[src/rtl/lfb_pkg.sv]
package lfb_pkg;
   typedef enum logic [1:0] {
      PH_EMPTY = 2'd0,
      PH_FILL  = 2'd1,
      PH_HOLD  = 2'd2
   } lfb_phase_e;

   function automatic int lfb_beat_count(input int line_bytes, input int beat_w);
      return (line_bytes * 8) / beat_w;
   endfunction
endpackage

[src/rtl/lfb_seq.sv]
module lfb_seq
   import lfb_pkg::*;
#(
   parameter int BEATS   = 4,
   parameter int IDX_W   = 2,
   parameter int LINE_AW = 27
) (
   input  logic                 clk,
   input  logic                 rst_n,
   input  logic                 start_valid,
   input  logic [LINE_AW-1:0]   start_line,
   input  logic [IDX_W-1:0]     start_idx,
   input  logic                 start_cacheable,
   input  logic                 bus_valid,
   output lfb_phase_e           phase,
   output logic [LINE_AW-1:0]   line_q,
   output logic [BEATS-1:0]     mask,
   output logic                 beat_take,
   output logic [IDX_W-1:0]     beat_idx,
   output logic                 first_beat,
   output logic                 fill_done,
   output logic                 wr_valid
);
   localparam int CNT_W = IDX_W + 1;

   lfb_phase_e         phase_q;
   logic [IDX_W-1:0]   nxt_q;
   logic [CNT_W-1:0]   cnt_q;
   logic [BEATS-1:0]   mask_q;
   logic               cache_q;
   logic               done_q;
   logic               wrv_q;
   logic               last_beat;
   logic               open_fill;

   assign beat_take  = (phase_q == PH_FILL) && bus_valid;
   assign beat_idx   = nxt_q;
   assign first_beat = beat_take && (cnt_q == '0);
   assign last_beat  = beat_take && (cnt_q == CNT_W'(BEATS - 1));
   assign open_fill  = start_valid && (phase_q != PH_FILL);

   always_ff @(posedge clk or negedge rst_n) begin
      if (!rst_n) begin
         phase_q <= PH_EMPTY;
         line_q  <= '0;
         nxt_q   <= '0;
         cnt_q   <= '0;
         mask_q  <= '0;
         cache_q <= 1'b0;
         done_q  <= 1'b0;
         wrv_q   <= 1'b0;
      end else begin
         done_q <= 1'b0;
         wrv_q  <= 1'b0;
         if (open_fill) begin
            phase_q <= PH_FILL;
            line_q  <= start_line;
            nxt_q   <= start_idx;
            cnt_q   <= '0;
            mask_q  <= '0;
            cache_q <= start_cacheable;
         end else if (beat_take) begin
            mask_q[nxt_q] <= 1'b1;
            nxt_q         <= nxt_q + 1'b1;
            cnt_q         <= cnt_q + 1'b1;
            if (last_beat) begin
               phase_q <= PH_HOLD;
               done_q  <= 1'b1;
               wrv_q   <= cache_q;
            end
         end
      end
   end

   assign phase     = phase_q;
   assign mask      = mask_q;
   assign fill_done = done_q;
   assign wr_valid  = wrv_q;
endmodule

[src/rtl/lfb_store.sv]
module lfb_store #(
   parameter int BEATS  = 4,
   parameter int BEAT_W = 64,
   parameter int IDX_W  = 2
) (
   input  logic                    clk,
   input  logic                    rst_n,
   input  logic                    wr_en,
   input  logic [IDX_W-1:0]        wr_idx,
   input  logic [BEAT_W-1:0]       wr_data,
   output logic [BEATS*BEAT_W-1:0] line_flat
);
   for (genvar g = 0; g < BEATS; g++) begin : g_slot
      logic [BEAT_W-1:0] slot_q;
      always_ff @(posedge clk or negedge rst_n) begin
         if (!rst_n) slot_q <= '0;
         else if (wr_en && (wr_idx == IDX_W'(g))) slot_q <= wr_data;
      end
      assign line_flat[g*BEAT_W +: BEAT_W] = slot_q;
   end
endmodule

[src/rtl/lfb_read.sv]
module lfb_read
   import lfb_pkg::*;
#(
   parameter int BEATS   = 4,
   parameter int BEAT_W  = 64,
   parameter int IDX_W   = 2,
   parameter int LINE_AW = 27
) (
   input  logic                    clk,
   input  logic                    rst_n,
   input  logic                    rd_en,
   input  logic [LINE_AW-1:0]      rd_line,
   input  logic [IDX_W-1:0]        rd_idx,
   input  lfb_phase_e              phase,
   input  logic [LINE_AW-1:0]      line_q,
   input  logic [BEATS-1:0]        mask,
   input  logic                    beat_take,
   input  logic [IDX_W-1:0]        beat_idx,
   input  logic [BEAT_W-1:0]       bus_data,
   input  logic [BEATS*BEAT_W-1:0] line_flat,
   output logic                    rd_ready,
   output logic                    rd_ack,
   output logic                    rd_miss,
   output logic [BEAT_W-1:0]       rd_data
);
   logic               pend_q;
   logic [IDX_W-1:0]   pidx_q;
   logic               ack_q;
   logic               miss_q;
   logic [BEAT_W-1:0]  data_q;

   logic [IDX_W-1:0]   cur_idx;
   logic               accept;
   logic               hit;
   logic               incoming;
   logic               avail;
   logic [BEAT_W-1:0]  sel_data;

   always_comb begin
      cur_idx  = pend_q ? pidx_q : rd_idx;
      accept   = rd_en && !pend_q;
      hit      = (phase != PH_EMPTY) && (rd_line == line_q);
      incoming = beat_take && (beat_idx == cur_idx);
      avail    = mask[cur_idx] || incoming;
      sel_data = incoming ? bus_data : line_flat[cur_idx*BEAT_W +: BEAT_W];
   end

   always_ff @(posedge clk or negedge rst_n) begin
      if (!rst_n) begin
         pend_q <= 1'b0;
         pidx_q <= '0;
         ack_q  <= 1'b0;
         miss_q <= 1'b0;
         data_q <= '0;
      end else begin
         ack_q  <= 1'b0;
         miss_q <= 1'b0;
         if (accept) begin
            if (!hit) begin
               miss_q <= 1'b1;
            end else if (avail) begin
               ack_q  <= 1'b1;
               data_q <= sel_data;
            end else begin
               pend_q <= 1'b1;
               pidx_q <= rd_idx;
            end
         end else if (pend_q && avail) begin
            ack_q  <= 1'b1;
            data_q <= sel_data;
            pend_q <= 1'b0;
         end
      end
   end

   assign rd_ready = !pend_q;
   assign rd_ack   = ack_q;
   assign rd_miss  = miss_q;
   assign rd_data  = data_q;
endmodule

[src/rtl/lfb_line_fill.sv]
module lfb_line_fill
   import lfb_pkg::*;
#(
   parameter int BEAT_W     = 64,
   parameter int LINE_BYTES = 32,
   parameter int LINE_AW    = 27,
   parameter int BEATS      = lfb_beat_count(LINE_BYTES, BEAT_W),
   parameter int IDX_W      = $clog2(BEATS),
   parameter int LINE_W     = LINE_BYTES * 8
) (
   input  logic                clk,
   input  logic                rst_n,
   input  logic                start_valid,
   input  logic [LINE_AW-1:0]  start_line,
   input  logic [IDX_W-1:0]    start_idx,
   input  logic                start_cacheable,
   output logic                start_ready,
   input  logic                bus_valid,
   input  logic [BEAT_W-1:0]   bus_data,
   output logic                fwd_valid,
   output logic [BEAT_W-1:0]   fwd_data,
   input  logic                rd_en,
   input  logic [LINE_AW-1:0]  rd_line,
   input  logic [IDX_W-1:0]    rd_idx,
   output logic                rd_ready,
   output logic                rd_ack,
   output logic                rd_miss,
   output logic [BEAT_W-1:0]   rd_data,
   output logic                fill_done,
   output logic                wr_valid,
   output logic [LINE_AW-1:0]  wr_line,
   output logic [LINE_W-1:0]   wr_line_data
);
   if (BEATS < 2 || (BEATS & (BEATS - 1)) != 0) begin : g_bad_beats
      $error("lfb_line_fill: beat count must be a power of two of at least 2");
   end
   if ((LINE_BYTES * 8) % BEAT_W != 0 || LINE_W != BEATS * BEAT_W) begin : g_bad_width
      $error("lfb_line_fill: line width must be a whole number of beats");
   end

   lfb_phase_e         phase;
   logic [LINE_AW-1:0] line_q;
   logic [BEATS-1:0]   mask;
   logic               beat_take;
   logic [IDX_W-1:0]   beat_idx;
   logic               first_beat;
   logic [LINE_W-1:0]  line_flat;

   lfb_seq #(.BEATS(BEATS), .IDX_W(IDX_W), .LINE_AW(LINE_AW)) u_seq (
      .clk             (clk),
      .rst_n           (rst_n),
      .start_valid     (start_valid),
      .start_line      (start_line),
      .start_idx       (start_idx),
      .start_cacheable (start_cacheable),
      .bus_valid       (bus_valid),
      .phase           (phase),
      .line_q          (line_q),
      .mask            (mask),
      .beat_take       (beat_take),
      .beat_idx        (beat_idx),
      .first_beat      (first_beat),
      .fill_done       (fill_done),
      .wr_valid        (wr_valid)
   );

   lfb_store #(.BEATS(BEATS), .BEAT_W(BEAT_W), .IDX_W(IDX_W)) u_store (
      .clk       (clk),
      .rst_n     (rst_n),
      .wr_en     (beat_take),
      .wr_idx    (beat_idx),
      .wr_data   (bus_data),
      .line_flat (line_flat)
   );

   lfb_read #(.BEATS(BEATS), .BEAT_W(BEAT_W), .IDX_W(IDX_W), .LINE_AW(LINE_AW)) u_read (
      .clk       (clk),
      .rst_n     (rst_n),
      .rd_en     (rd_en),
      .rd_line   (rd_line),
      .rd_idx    (rd_idx),
      .phase     (phase),
      .line_q    (line_q),
      .mask      (mask),
      .beat_take (beat_take),
      .beat_idx  (beat_idx),
      .bus_data  (bus_data),
      .line_flat (line_flat),
      .rd_ready  (rd_ready),
      .rd_ack    (rd_ack),
      .rd_miss   (rd_miss),
      .rd_data   (rd_data)
   );

   assign start_ready  = (phase != PH_FILL);
   assign fwd_valid    = first_beat;
   assign fwd_data     = bus_data;
   assign wr_line      = line_q;
   assign wr_line_data = line_flat;
endmodule

[config.mk]
export PLATFORM = sky130hd
export DESIGN_NAME = lfb_line_fill
export DESIGN_NICKNAME = d
export VERILOG_FILES = /design/src/rtl/lfb_pkg.sv /design/src/rtl/lfb_seq.sv /design/src/rtl/lfb_store.sv /design/src/rtl/lfb_read.sv /design/src/rtl/lfb_line_fill.sv
export SDC_FILE = /design/constraint.sdc
export NUM_CORES = 1
export LEC_CHECK = 0
export ABC_AREA = 1
export BUFFER_PORTS_ARGS = -buffer_cell sky130_fd_sc_hd__buf_2
export CELL_PAD_IN_SITES_DETAIL_PLACEMENT = 0
export CELL_PAD_IN_SITES_GLOBAL_PLACEMENT = 1
export CORE_MARGIN = 1
export CORE_UTILIZATION = 40
export DETAILED_ROUTE_END_ITERATION = 8
export GPL_TIMING_DRIVEN = 0
export PLACE_DENSITY = 0.92
export SLEW_MARGIN = 25
export SYNTH_ARGS = -nofsm -noshare
export SYNTH_HDL_FRONTEND = slang
export SYNTH_SLANG_ARGS = --single-unit
export TNS_END_PERCENT = 50
[constraint.sdc]
create_clock -name clk -period 3.1 [get_ports clk]
set_input_delay 0.31 -clock clk [delete_from_list [all_inputs] [get_ports clk]]
set_output_delay 0.31 -clock clk [all_outputs]
set_load 0.02 [all_outputs]
# Word level (Yosys, flattened, before mapping)

Cells that the tools add are included.

Register bits: 366
Input port bits: 128

Add/subtract/negate cells: 2
$lt $le $gt $ge: 3
Eq/ne operators: 11
Shifts and indexed selects: 1
Muxes and demuxes: 35
Bitwise logic cells: 2
Reductions and logical operators: 25

Operators by type and width:

| cell                                                                                 | count |
|---|---|
| 64-bit 2-to-1 mux                                                                    | 5 |
| 256-bit by 9-bit indexed part select with 64-bit output                              | 1 |
| 27-bit == test                                                                       | 1 |
| 1-bit 2-to-1 mux                                                                     | 18 |
| 1-bit logical AND                                                                    | 13 |
| 2-bit 2-to-1 mux                                                                     | 6 |
| 3-bit AND reduction                                                                  | 3 |
| 4-bit 2-to-1 mux                                                                     | 2 |
| 2-bit nonzero test                                                                   | 4 |
| 2-bit by 3-bit less-than comparator with 1-bit output (second input constant)        | 2 |
| 3-bit 2-to-1 mux                                                                     | 2 |
| 2-bit != test (second input constant)                                                | 3 |
| 2-bit by 1-bit == test with 1-bit output (second input constant)                     | 2 |
| 2-bit == test (second input constant)                                                | 2 |
| 4-bit OR                                                                             | 1 |
| 3-bit by 1-bit adder with 3-bit output (second input constant)                       | 1 |
| 3-bit by 2-bit == test with 1-bit output (second input constant)                     | 1 |
| 3-bit logical NOT                                                                    | 1 |
| 2-bit by 1-bit adder with 2-bit output (second input constant)                       | 1 |
| 1-bit binary-select mux with 2-bit select                                            | 1 |
| 1-bit demux with 2-bit select                                                        | 1 |
| 2-bit == test                                                                        | 1 |
| 2-bit by 1-bit greater-or-equal comparator with 1-bit output (second input constant) | 1 |
| 2-bit logical NOT                                                                    | 1 |
| 5 further kinds                                                                      | 5 |

# Logic depth before layout (Yosys ltp)

Gate-level depths: netlist of run 1.

Depth after elaboration: 7
Mapped depth: 14
Gate-level depth less buffers: 12

# Cells and area by module

Synthesis of run 1 repeated with hierarchy kept, for this count alone.

Cells, all modules: 2570
Area total of the unflattened synthesis: 19019.5 um^2

Modules (own cells, without submodules):

| module        | times used | cells an instance | area each (um^2) | sequential area each (um^2) |
|---|---|---|---|---|
| lfb_store     | 1          | 1135              | 10520.1          | 6406.1 |
| lfb_read      | 1          | 1181              | 6303.5           | 1726.7 |
| lfb_seq       | 1          | 188               | 1707.9           | 1026.0 |
| lfb_line_fill | 1          | 66                | 488.0            | 0.0 |

# Least setup slack after synthesis of run 1

Ideal clock, no wire load.

Kind: reg2reg
Start point: register u_read.pend_q
End point: register u_read.data_q[0] (netlist: u_read.rd_data[0])
Library setup time: 0.118 ns
Arrival time: 1.665 ns
Data required time: 2.982 ns
Path slack: 1.317 ns
Cell stages (with the launch flop): 15
Path buffers: 2
Period minus slack after synthesis: 1.783 ns
Path through: dfrtp_1 inv_2 nand2_1 nand2_2 inv_2 nand2_1 nand2_1 nor2_2 nand2_2 nand2_2 nand3_1 buf_4 buf_2 nand3_1 nand2_1

Elaborated cells on any way between the ends: 19

RTL lines:

| item                                                                        | RTL line            | RTL |
|---|---|---|
| start, declared                                                             | lfb_read.sv:26      | `logic pend_q;` |
| start signal, assigned                                                      | lfb_read.sv:50      | `pend_q <= 1'b0;` |
| start signal, assigned                                                      | lfb_read.sv:65      | `pend_q <= 1'b1;` |
| start signal, assigned                                                      | lfb_read.sv:71      | `pend_q <= 1'b0;` |
| 1-bit logical NOT *                                                         | -                   |  |
| via rd_ready                                                                | lfb_line_fill.sv:25 | `output logic rd_ready,` |
| 1-bit logical AND *                                                         | lfb_read.sv:41      | `accept = rd_en && !pend_q;` |
| 2-bit != test (no source line) / 2-bit nonzero test (equally long branches) | -                   |  |
| 3-bit AND reduction (no source line)                                        | -                   |  |
| end signal, assigned                                                        | lfb_read.sv:63      | `data_q <= sel_data;` |
| end signal, assigned                                                        | lfb_read.sv:70      | `data_q <= sel_data;` |
| end, declared                                                               | lfb_read.sv:30      | `logic [BEAT_W-1:0] data_q;` |

Mark *: on every way through the listed nets, which the timed path passes. The rest lies on a longest branch. The select of a mux whose other input is x is not followed.
A chain may end at the register's enable or synchronous reset.

# Final worst setup path of run 1

Start point: register u_seq.line_q[17]
End point: register u_read.data_q[38] (netlist: u_read.rd_data[38])

Cells in the longest elaborated chain, start to end: 4

RTL lines:

| item                                 | RTL line       | RTL |
|---|---|---|
| start, declared                      | lfb_seq.sv:16  | `output logic [LINE_AW-1:0] line_q,` |
| start signal, assigned               | lfb_seq.sv:57  | `line_q <= start_line;` |
| 27-bit == test                       | lfb_read.sv:42 | `hit = (phase != PH_EMPTY) && (rd_line == line_q);` |
| 1-bit logical AND                    | lfb_read.sv:42 |  |
| 2-bit != test (no source line)       | -              |  |
| 3-bit AND reduction (no source line) | -              |  |

No other way between the ends.

==> impl_metrics.py, run 1 <==
metrics = {
    "run_status": {
        "status": "completed",
    },
    "yosys": {
        "synth_area_mm2": 0.01740,
        "synth-seq-cells": 366,
        "syn_nets": 2366,
        "ys_types": 22,
        "yosys_warnings": 0,
        "synthCells": 2231,
        "syn_area_per_cell_um2": 7.799,
        "seq_area_frac_synth_pct": 52.64,
    },
    "floorplan": {
        "core_mm2": 0.04298,
        "die_w_um": 210.6,
        "die_h_um": 210.6,
        "ioPinCount": 546,
        "fp-row-count": 76,
        "die_area_mm2": 0.04434,
        "start_util_pct": 40.48,
    },
    "clock_tree": {
        "cts_root_buffer": "clkbuf_16",
        "holdBufCountCts": 33,
        "clock_path_buffers": 3,
        "numCtsBuffers": 42,
        "clock-sinks": 366,
        "htree_levels": 2,
        "post-cts-setup-buffers": 0,
        "cts_resized": 0,
        "insertion_delay_ns": 0.57,
        "cts_tree": "yes",
        "clk_pin_slew_ns": 0.06,
    },
    "grt": {
        "grt_max_degree": 92,
        "antenna_found_initial": 1,
        "grt_pass1_wl_mm": 101.4,
        "grt_pass1_vias": 17000,
        "grt_overflow": 0,
        "grtUsageTotal_pct": 30.11,
    },
    "placement": {
        "dp.final_hpwl_mm": 50.16,
        "port_buffers": 545,
        "routabilityCongestion": 0.9387,
    },
    "worst_setup_path": {
        "r2r_end": "u_read.rd_data[38]",
        "endpoint": "u_read.rd_data[38]",
        "end_kind": "flop",
        "rrSetupSlack_ns": 0.31,
        "r2r_start": "u_seq.line_q[17]",
        "critical_path_class": "flop to flop",
        "cp-startpoint": "u_seq.line_q[17]",
        "start_kind": "flop",
        "arrival_ns": 3.30,
        "cp.required_ns": 3.61,
        "critPathMaxFanout": 10,
        "r2r_cells": 10,
    },
    "timing": {
        "relSlewSlack_pct": 41.09,
        "finClkSkew_ns": 0.01678,
        "finalSetupViolations": 0,
        "hold_viol": 0,
        "drv_slew": 0,
        "grt_setup_unrepaired": "false",
        "whs_ns": 0.04907,
        "layout_min_cycle_time_ns": 2.788,
        "fmax_mhz": 358.7,
        "fin_crit_sh_pct": 89.94,
        "tightest_slew_ns": 0.8836,
    },
    "routing": {
        "via_per_inst": 5.188,
        "drtIter0Drc": 1473,
        "drcViolationCount": 0,
        "ant_nets": 0,
        "wl_per_cell_um": 19.60,
        "vias": 18010,
        "drt_pre_antenna_iters": 5,
        "wl_mm": 68.03,
    },
    "power_and_ir_drop": {
        "power_per_cell_area_mw_per_mm2": 1005,
        "total_power_w": 0.02285,
        "power.leakage_nw": 12.58,
        "peakVddDrop_uv": 614.0,
    },
    "finish": {
        "antennaDiodeCount": 0,
        "area_growth_pct": 30.68,
        "drive_above_1_share_pct": 25.64,
        "fillers": 4163,
        "nets": 2992,
    },
    "job": {
        "maxCapViolCount": 0,
    },
    "worst_hold_path": {
        "min_path_type": "input port to flop",
    },
}
[cells in the mapped netlist (all sizes together)]
cell type | instances | share of area, %
buf | 116 | 4.4
inv | 129 | 2.8
o22ai | 2 | 0.072
xor2 | 1 | 0.050
o211ai | 1 | 0.043
nand2 | 796 | 17
nor2 | 97 | 2.1
a21oi | 7 | 0.20
xnor2 | 10 | 0.50
dfrtp | 366 | 53
o21ai | 471 | 14
clkbuf | 93 | 2.1
nand3 | 135 | 3.9
ha | 7 | 0.50
[routing by layer]
layer / GRT usage [%] / vias to the layer above / part of all wire, % / wire length [um]
li1: - / 8326 / - / -
met4: 12.54 / 0 / 4.1 / 2796
met1: 38.76 / 8646 / 40 / 27310
met5: 0 / - / 0 / 0
met2: 48.34 / 885 / 47 / 31860
met3: 7.464 / 149 / 8.9 / 6065
[final cells by class]
class                   instances  area, um2  share of cell area (%)
clock inverters                18      287.8                   1.266
flip-flops and latches        366       9159                   40.28
inverters                     129      484.2                   2.130
multi-input cells            1527       6638                   29.19
repair buffers                582       3178                   13.98
well taps                     585      732.0                   3.219
plain buffers                 209       1119                   4.920
clock buffers                  55       1140                   5.013
[per-stage QoR]
step / setup WS [ns] / area, um2 / utilization (%) / setup TNS [ns] / cells
2_1_floorplan: 1.317 / 17400 / - / 0 / 2231
3_3_place_gp: -5.380 / 20860 / 48.53 / -1951.25 / 3361
3_5_place_dp: 0.3074 / 20980 / 48.81 / 0 / 3365
4_1_cts: 0.2827 / 22740 / 52.90 / 0 / 3471
5_1_grt: 0.06125 / 22740 / 52.90 / 0 / 3471
6_report: 0.3120 / 22740 / 52.90 / 0 / 3471
[logic make-up after synthesis]
group | synth area share (%)
AO/OA/AOI/OAI | 13.89
buffers and inverters | 9.212
adder cells (fa/ha/maj) | 0.5034
XOR/XNOR | 0.5537
flip-flops | 52.64
AND/OR/NAND/NOR | 23.21
[cell usage in the layout (no fill, tap or decap), types with 33 or more instances in the layout]
| cell | count |
|---|---|
| clkbuf_16 | 42 |
| nand3_1 | 135 |
| o21ai_1 | 77 |
| nor2_1 | 96 |
| buf_2 | 582 |
| o21ai_0 | 393 |
| dfrtp_1 | 366 |
| buf_4 | 74 |
| dlygate4sd3_1 | 33 |
| clkbuf_1 | 95 |
| nand2_1 | 793 |
| inv_1 | 126 |
[state kept, by name (all words and copies together), names as in the netlist]
signal	flops
u_read.pend_q	1
u_seq.line_q	27
u_seq.cache_q	1
u_seq.mask	4
u_seq.cnt_q	3
u_read.pidx_q	2
u_read.rd_data	64
u_seq.beat_idx	2
u_read.rd_miss	1
u_read.rd_ack	1
u_seq.fill_done	1
u_seq.wr_valid	1
u_store.g_slot.slot_q	256
u_seq.phase	2
[worst max-delay path: stages, from the launching register on]
cell and delay, ns:
dfrtp_1 0.43, xnor2_1 0.36, nand2_1 0.09, nor2_1 0.13, nand2_1 0.07, nor2_1 0.11
nand3_1 0.11, nand2_1 0.57, clkbuf_1 0.55, nand3_1 0.19, nand2_1 0.11
[worst min-delay path by stage]
stage             startpoint                            to  slack [ns]  cells past startpoint
2_1_floorplan          rst_n                 u_read.pend_q        0.01                      0
3_3_place_gp   u_seq.cache_q                 u_seq.cache_q        0.46                      2
3_5_place_dp           rst_n  u_store.g_slot[0].slot_q[22]        0.24                      1
4_1_cts            rd_idx[1]              u_read.pidx_q[1]        0.02                      3
5_1_grt            rd_idx[1]              u_read.pidx_q[1]        0.04                      3
6_report           rd_idx[1]              u_read.pidx_q[1]        0.05                      3
[power by group]
part	internal [W]	leakage, nW	switching [W]
registers	0.00658	4.68	0.00168
logic	0.00292	7.19	0.00643
clock network	0.00318	0.703	0.00207
total	0.0127	12.6	0.0102
No activity file was read; power rests on OpenSTA's default activity.
==> run 2: changes to the inputs <==
Settings changed: PLACE_DENSITY 0.92 to default, PLACE_DENSITY_LB_ADDON from default to 0.12.
==> impl_metrics.py, run 2 (same netlist as run 1, synthesis figures left out) <==
metrics = {
    "clock_tree": {
        "cts_root_buffer": "clkbuf_16",
        "clock-sinks": 366,
        "cts_resized": 0,
        "clock_path_buffers": 3,
        "post-cts-setup-buffers": 0,
        "insertion_delay_ns": 0.57,
        "cts_tree": "yes",
        "holdBufCountCts": 33,
        "clk_pin_slew_ns": 0.06,
        "htree_levels": 2,
        "numCtsBuffers": 43,
    },
    "placement": {
        "dpl_cell_area_mm2": 0.02098,
        "routabilityCongestion": 0.8897,
        "placed_cells": 3365,
        "dp.final_hpwl_mm": 49.63,
        "port_buffers": 545,
    },
    "timing": {
        "fmax_mhz": 377.7,
        "layout_min_cycle_time_ns": 2.647,
        "finClkSkew_ns": 0.01385,
        "drv_slew": 0,
        "finalSetupViolations": 0,
        "whs_ns": 0.04585,
        "tightest_slew_ns": 1.027,
        "fin_crit_sh_pct": 85.40,
        "hold_viol": 0,
        "grt_setup_unrepaired": "false",
        "relSlewSlack_pct": 31.54,
    },
    "routing": {
        "ant_nets": 0,
        "drcViolationCount": 0,
        "drt_pre_antenna_iters": 5,
        "drtIter0Drc": 1325,
        "vias": 17720,
        "via_per_inst": 5.096,
        "wl_per_cell_um": 19.22,
        "wl_mm": 66.84,
    },
    "worst_setup_path": {
        "cpMostUsedCell": "nand2_1",
        "cp-startpoint": "u_seq.phase[0]",
        "start_kind": "flop",
        "critical_path_class": "flop to flop",
        "cp_cell_sequence": "inv_1 > nor2_1 > nand2_1 > inv_1 > nand2_1 > clkbuf_1 > clkbuf_1 > nand2_1 > o21ai_0",
        "end_kind": "flop",
        "rrSetupSlack_ns": 0.45,
        "crit_path_top_delay_cell": "clkbuf_1",
        "cp.required_ns": 3.57,
        "r2r_end": "u_store.g_slot[0].slot_q[50]",
        "critPathMaxFanout": 10,
        "r2r_cells": 9,
        "r2r_start": "u_seq.phase[0]",
        "critical-path-max-stage-delay_ns": 0.79,
        "arrival_ns": 3.12,
        "endpoint": "u_store.g_slot[0].slot_q[50]",
    },
    "grt": {
        "antenna_found_initial": 0,
        "grt_max_degree": 93,
        "grt_pass1_vias": 16820,
        "grt_pass1_wl_mm": 100.2,
        "grt_overflow": 0,
        "grtUsageTotal_pct": 29.76,
    },
    "finish": {
        "area_growth_pct": 30.80,
        "fillers": 4309,
        "nets": 2993,
        "top_register": "u_store.g_slot.slot_q",
        "largest_register_ffs": 256,
        "regArea_mm2": 0.009159,
        "layout_common_cells": "nand2_1 (793), buf_2 (582), o21ai_0 (393)",
        "layout_commonest_cell": "nand2_1",
        "drive_above_1_share_pct": 25.73,
        "fin_area_mm2": 0.02276,
        "multi_input_area_mm2": 0.006638,
        "antennaDiodeCount": 0,
        "layoutNonFillerInstCount": 3477,
    },
    "run_status": {
        "status": "completed",
    },
    "floorplan": {
        "fp-row-count": 76,
        "die_w_um": 210.6,
        "die_h_um": 210.6,
        "start_util_pct": 40.48,
        "die_area_mm2": 0.04434,
        "ioPinCount": 546,
        "core_mm2": 0.04298,
    },
    "power_and_ir_drop": {
        "total_power_w": 0.02268,
        "power.leakage_nw": 12.59,
        "power_per_cell_area_mw_per_mm2": 996.6,
        "peakVddDrop_uv": 520.2,
    },
    "job": {
        "maxCapViolCount": 0,
    },
    "worst_hold_path": {
        "min_path_type": "input port to flop",
    },
}
## run 2: cell count changes in the layout (fill, tap and decap cells not counted)
| cell | previous run | this run |
|---|---|---|
| clkbuf_8 | 4 | 13 |
| bufinv_16 | 7 | 2 |
| clkbuf_16 | 42 | 45 |
| clkbuf_1 | 95 | 97 |
| inv_6 | 2 | 0 |
| clkinv_4 | 1 | 0 |
| clkinv_8 | 1 | 0 |
| clkinvlp_4 | 0 | 1 |
## run 2: worst min path at each step
stage                             start                     endpoint  slack (ns)  cells after the start
after floorplan                   rst_n                u_read.pend_q        0.01                      0
after global placement    u_seq.cache_q                u_seq.cache_q        0.46                      2
after detailed placement          rst_n  u_store.g_slot[2].slot_q[3]        0.28                      1
after CTS                     rd_idx[1]             u_read.pidx_q[1]        0.02                      3
after global routing          rd_idx[1]             u_read.pidx_q[1]        0.05                      3
final                         rd_idx[1]             u_read.pidx_q[1]        0.05                      3
## run 2: area by class of cell
class                   count  share of cell area [%]
plain buffers             209                   4.915
repair buffers            582                   13.96
clock buffers              69                   5.916
flip-flops and latches    366                   40.24
clock inverters            10                  0.4508
well taps                 585                   3.216
multi-input cells        1527                   29.17
inverters                 129                   2.128
## run 2: power by group
part | leakage, nW | internal (W) | switching, W | total, W
clock | 0.717 | 0.00313 | 0.00204 | 0.00517
combinational | 7.19 | 0.00292 | 0.00646 | 0.00938
sequential | 4.68 | 0.00658 | 0.00155 | 0.00813
total | 12.6 | 0.0126 | 0.0100 | 0.0227
## run 2: metrics by stage
stage	setup TNS, ns	util (%)	worst slack (ns)
4_1_cts	0	52.95	0.4469
6_report	0	52.95	0.4526
3_3_place_gp	-2027.23	48.53	-5.567
3_5_place_dp	0	48.81	0.4608
5_1_grt	0	52.95	0.1996
2_1_floorplan	0	-	1.317
## run 2: layer usage
metal | up-vias | part of all wire, % | GRT usage (%)
met2 | 717 | 47 | 48.49
met5 | - | 0 | 0
li1 | 8349 | - | -
met1 | 8533 | 41 | 38.15
met3 | 119 | 8.5 | 7.852
met4 | 0 | 3.4 | 10.42
## run 2: worst max-delay path: cells and delay by family (launching register included)
kind	cells	cell delay [ns]
simple gates	4	0.50
compound gates	1	0.10
flops	1	0.36
buf+inv	4	1.59
==> run 3: changes to the inputs <==
Settings changed: BUFFER_PORTS_ARGS -buffer_cell sky130_fd_sc_hd__buf_2 to -buffer_cell sky130_fd_sc_hd__buf_4.
==> impl_metrics.py, run 3 (same netlist as run 1, synthesis figures left out) <==
metrics = {
    "placement": {
        "dp.final_hpwl_mm": 50.01,
        "dp_worst_setup_slack_ns": 0.4429,
        "port_buffers": 545,
        "routabilityCongestion": 0.9037,
    },
    "timing": {
        "finalSetupViolations": 0,
        "setup_ws_ns": 0.3733,
        "tns_ns": 0,
        "tightest_slew_ns": 1.035,
        "layout_min_cycle_time_ns": 2.727,
        "grt_setup_unrepaired": "false",
        "finClkSkew_ns": 0.01526,
        "relSlewSlack_pct": 31.01,
        "fin_crit_sh_pct": 87.96,
        "drv_slew": 0,
        "hold_viol": 0,
        "fmax_mhz": 366.7,
    },
    "finish": {
        "antennaDiodeCount": 0,
        "area_growth_pct": 38.60,
        "fillers": 4130,
        "drive_above_1_share_pct": 25.78,
        "layout_commonest_cell": "nand2_1",
        "nets": 2992,
        "largest_register_ffs": 256,
        "layout_common_cells": "nand2_1 (793), buf_4 (618), o21ai_0 (393)",
        "top_register": "u_store.g_slot.slot_q",
    },
    "clock_tree": {
        "clk_pin_slew_ns": 0.06,
        "insertion_delay_ns": 0.57,
        "post-cts-setup-buffers": 0,
        "cts_resized": 0,
        "clock_path_buffers": 3,
        "htree_levels": 2,
        "cts_tree": "yes",
        "numCtsBuffers": 43,
        "cts_root_buffer": "clkbuf_16",
        "clock-sinks": 366,
    },
    "grt": {
        "antenna_found_initial": 0,
        "grtUsageTotal_pct": 29.86,
        "grt_pass1_vias": 16970,
        "grt_max_degree": 93,
        "grt_overflow": 0,
        "grt_pass1_wl_mm": 101.0,
    },
    "worst_hold_path": {
        "min-delay-start": "rd_idx[0]",
        "min_path_type": "input port to flop",
        "worstHoldPathCells": 3,
        "hold_path_end": "u_read.pidx_q[0]",
    },
    "floorplan": {
        "ioPinCount": 546,
        "die_w_um": 210.6,
        "core_mm2": 0.04298,
        "die_h_um": 210.6,
        "fp-row-count": 76,
        "die_area_mm2": 0.04434,
        "start_util_pct": 40.48,
    },
    "routing": {
        "wl_mm": 67.41,
        "wl_per_cell_um": 19.40,
        "drcViolationCount": 0,
        "ant_nets": 0,
        "drt_pre_antenna_iters": 5,
        "vias": 17670,
        "via_per_inst": 5.084,
        "drtIter0Drc": 1478,
    },
    "power_and_ir_drop": {
        "peakVddDrop_uv": 549.4,
        "power_per_cell_area_mw_per_mm2": 988.9,
        "power.leakage_nw": 12.89,
    },
    "worst_setup_path": {
        "path_delay_family": "buffers and inverters",
        "crit_path_top_delay_cell": "clkbuf_1",
        "r2r_start": "u_seq.phase[0]",
        "arrival_ns": 3.14,
        "r2r_end": "u_store.g_slot[1].slot_q[45]",
        "cp_cell_sequence": "inv_1 > nor2_1 > nand2_1 > inv_1 > nand2_1 > clkbuf_1 > clkbuf_1 > o21ai_0",
        "critPathMaxFanout": 10,
        "critPathBufInv": 4,
        "rrSetupSlack_ns": 0.37,
        "end_kind": "flop",
        "critical_path_class": "flop to flop",
        "r2r_cells": 8,
        "start_kind": "flop",
        "cp.required_ns": 3.51,
        "critical-path-max-stage-delay_ns": 0.78,
    },
    "job": {
        "maxCapViolCount": 0,
    },
    "run_status": {
        "status": "completed",
    },
}
## run 3: cell types whose count changed in the layout (fill, tap and decap cells not counted), sizes merged
cell / delta
clkbuf: -1
dlygate4sd3: -1
## run 3: through the flow
step	area, um2	cells	utilization (%)	total power, W	hold slack (ns)
after floorplan	17400	2231	-	0.01352	0.01441
after global placement	22220	3361	51.70	0.01841	0.4602
after detailed placement	22340	3365	51.98	0.01861	0.2709
after CTS	24120	3475	56.11	0.02390	0.007836
after global routing	24120	3475	56.11	0.02525	0.01655
final	24120	3475	56.11	0.02385	0.02744
## run 3: worst max path at each step
stage	cells after the start	to	from	slack [ns]
after floorplan	14	u_read.rd_data[0]	u_read.pend_q	1.32
after global placement	1	u_store.g_slot[1].slot_q[37]	rst_n	-1.90
after detailed placement	9	u_store.g_slot[1].slot_q[16]	u_seq.phase[0]	0.44
after CTS	9	u_store.g_slot[1].slot_q[16]	u_seq.phase[0]	0.43
after global routing	9	u_store.g_slot[1].slot_q[33]	u_seq.phase[0]	0.23
final	8	u_store.g_slot[1].slot_q[45]	u_seq.phase[0]	0.37
## run 3: metal layers
layer  track usage, %  share of wire (%)  up-vias
met4            10.47                3.0        0
met3            7.852                8.9      112
met1            37.38                 40     8533
met5                0                  0        -
li1                 -                  -     8339
met2            49.74                 48      683
## run 3: worst register-to-register path, cell delays in order, from the launching register on
cell and delay [ns]:
dfrtp_1 0.36, inv_1 0.09, nor2_1 0.07, nand2_1 0.19, inv_1 0.19, nand2_1 0.21, clkbuf_1 0.78, clkbuf_1 0.52
o21ai_0 0.18
## run 3: area by class of cell
class	instances	area [um2]	share of cell area, %
Buffer	209	1119	4.638
Clock buffer	68	1353	5.609
Clock inverter	10	102.6	0.4254
Inverter	129	484.2	2.008
Multi-Input combinational cell	1527	6638	27.52
Sequential cell	366	9159	37.98
Tap cell	585	732.0	3.035
Timing Repair Buffer	581	4529	18.78
## run 3: timing repair
item,4_1_cts,5_1_grt
hold endpoints to repair,81,0
setup endpoints to repair,0,0
hold buffers,32,0
## run 3: where the power goes
part           switching [W]  internal [W]  leakage, nW  total, W
Clock                0.00207       0.00315        0.722   0.00522
Sequential           0.00162       0.00658         4.68   0.00820
Combinational        0.00651       0.00391         7.49    0.0104
Total                 0.0102        0.0136         12.9    0.0238
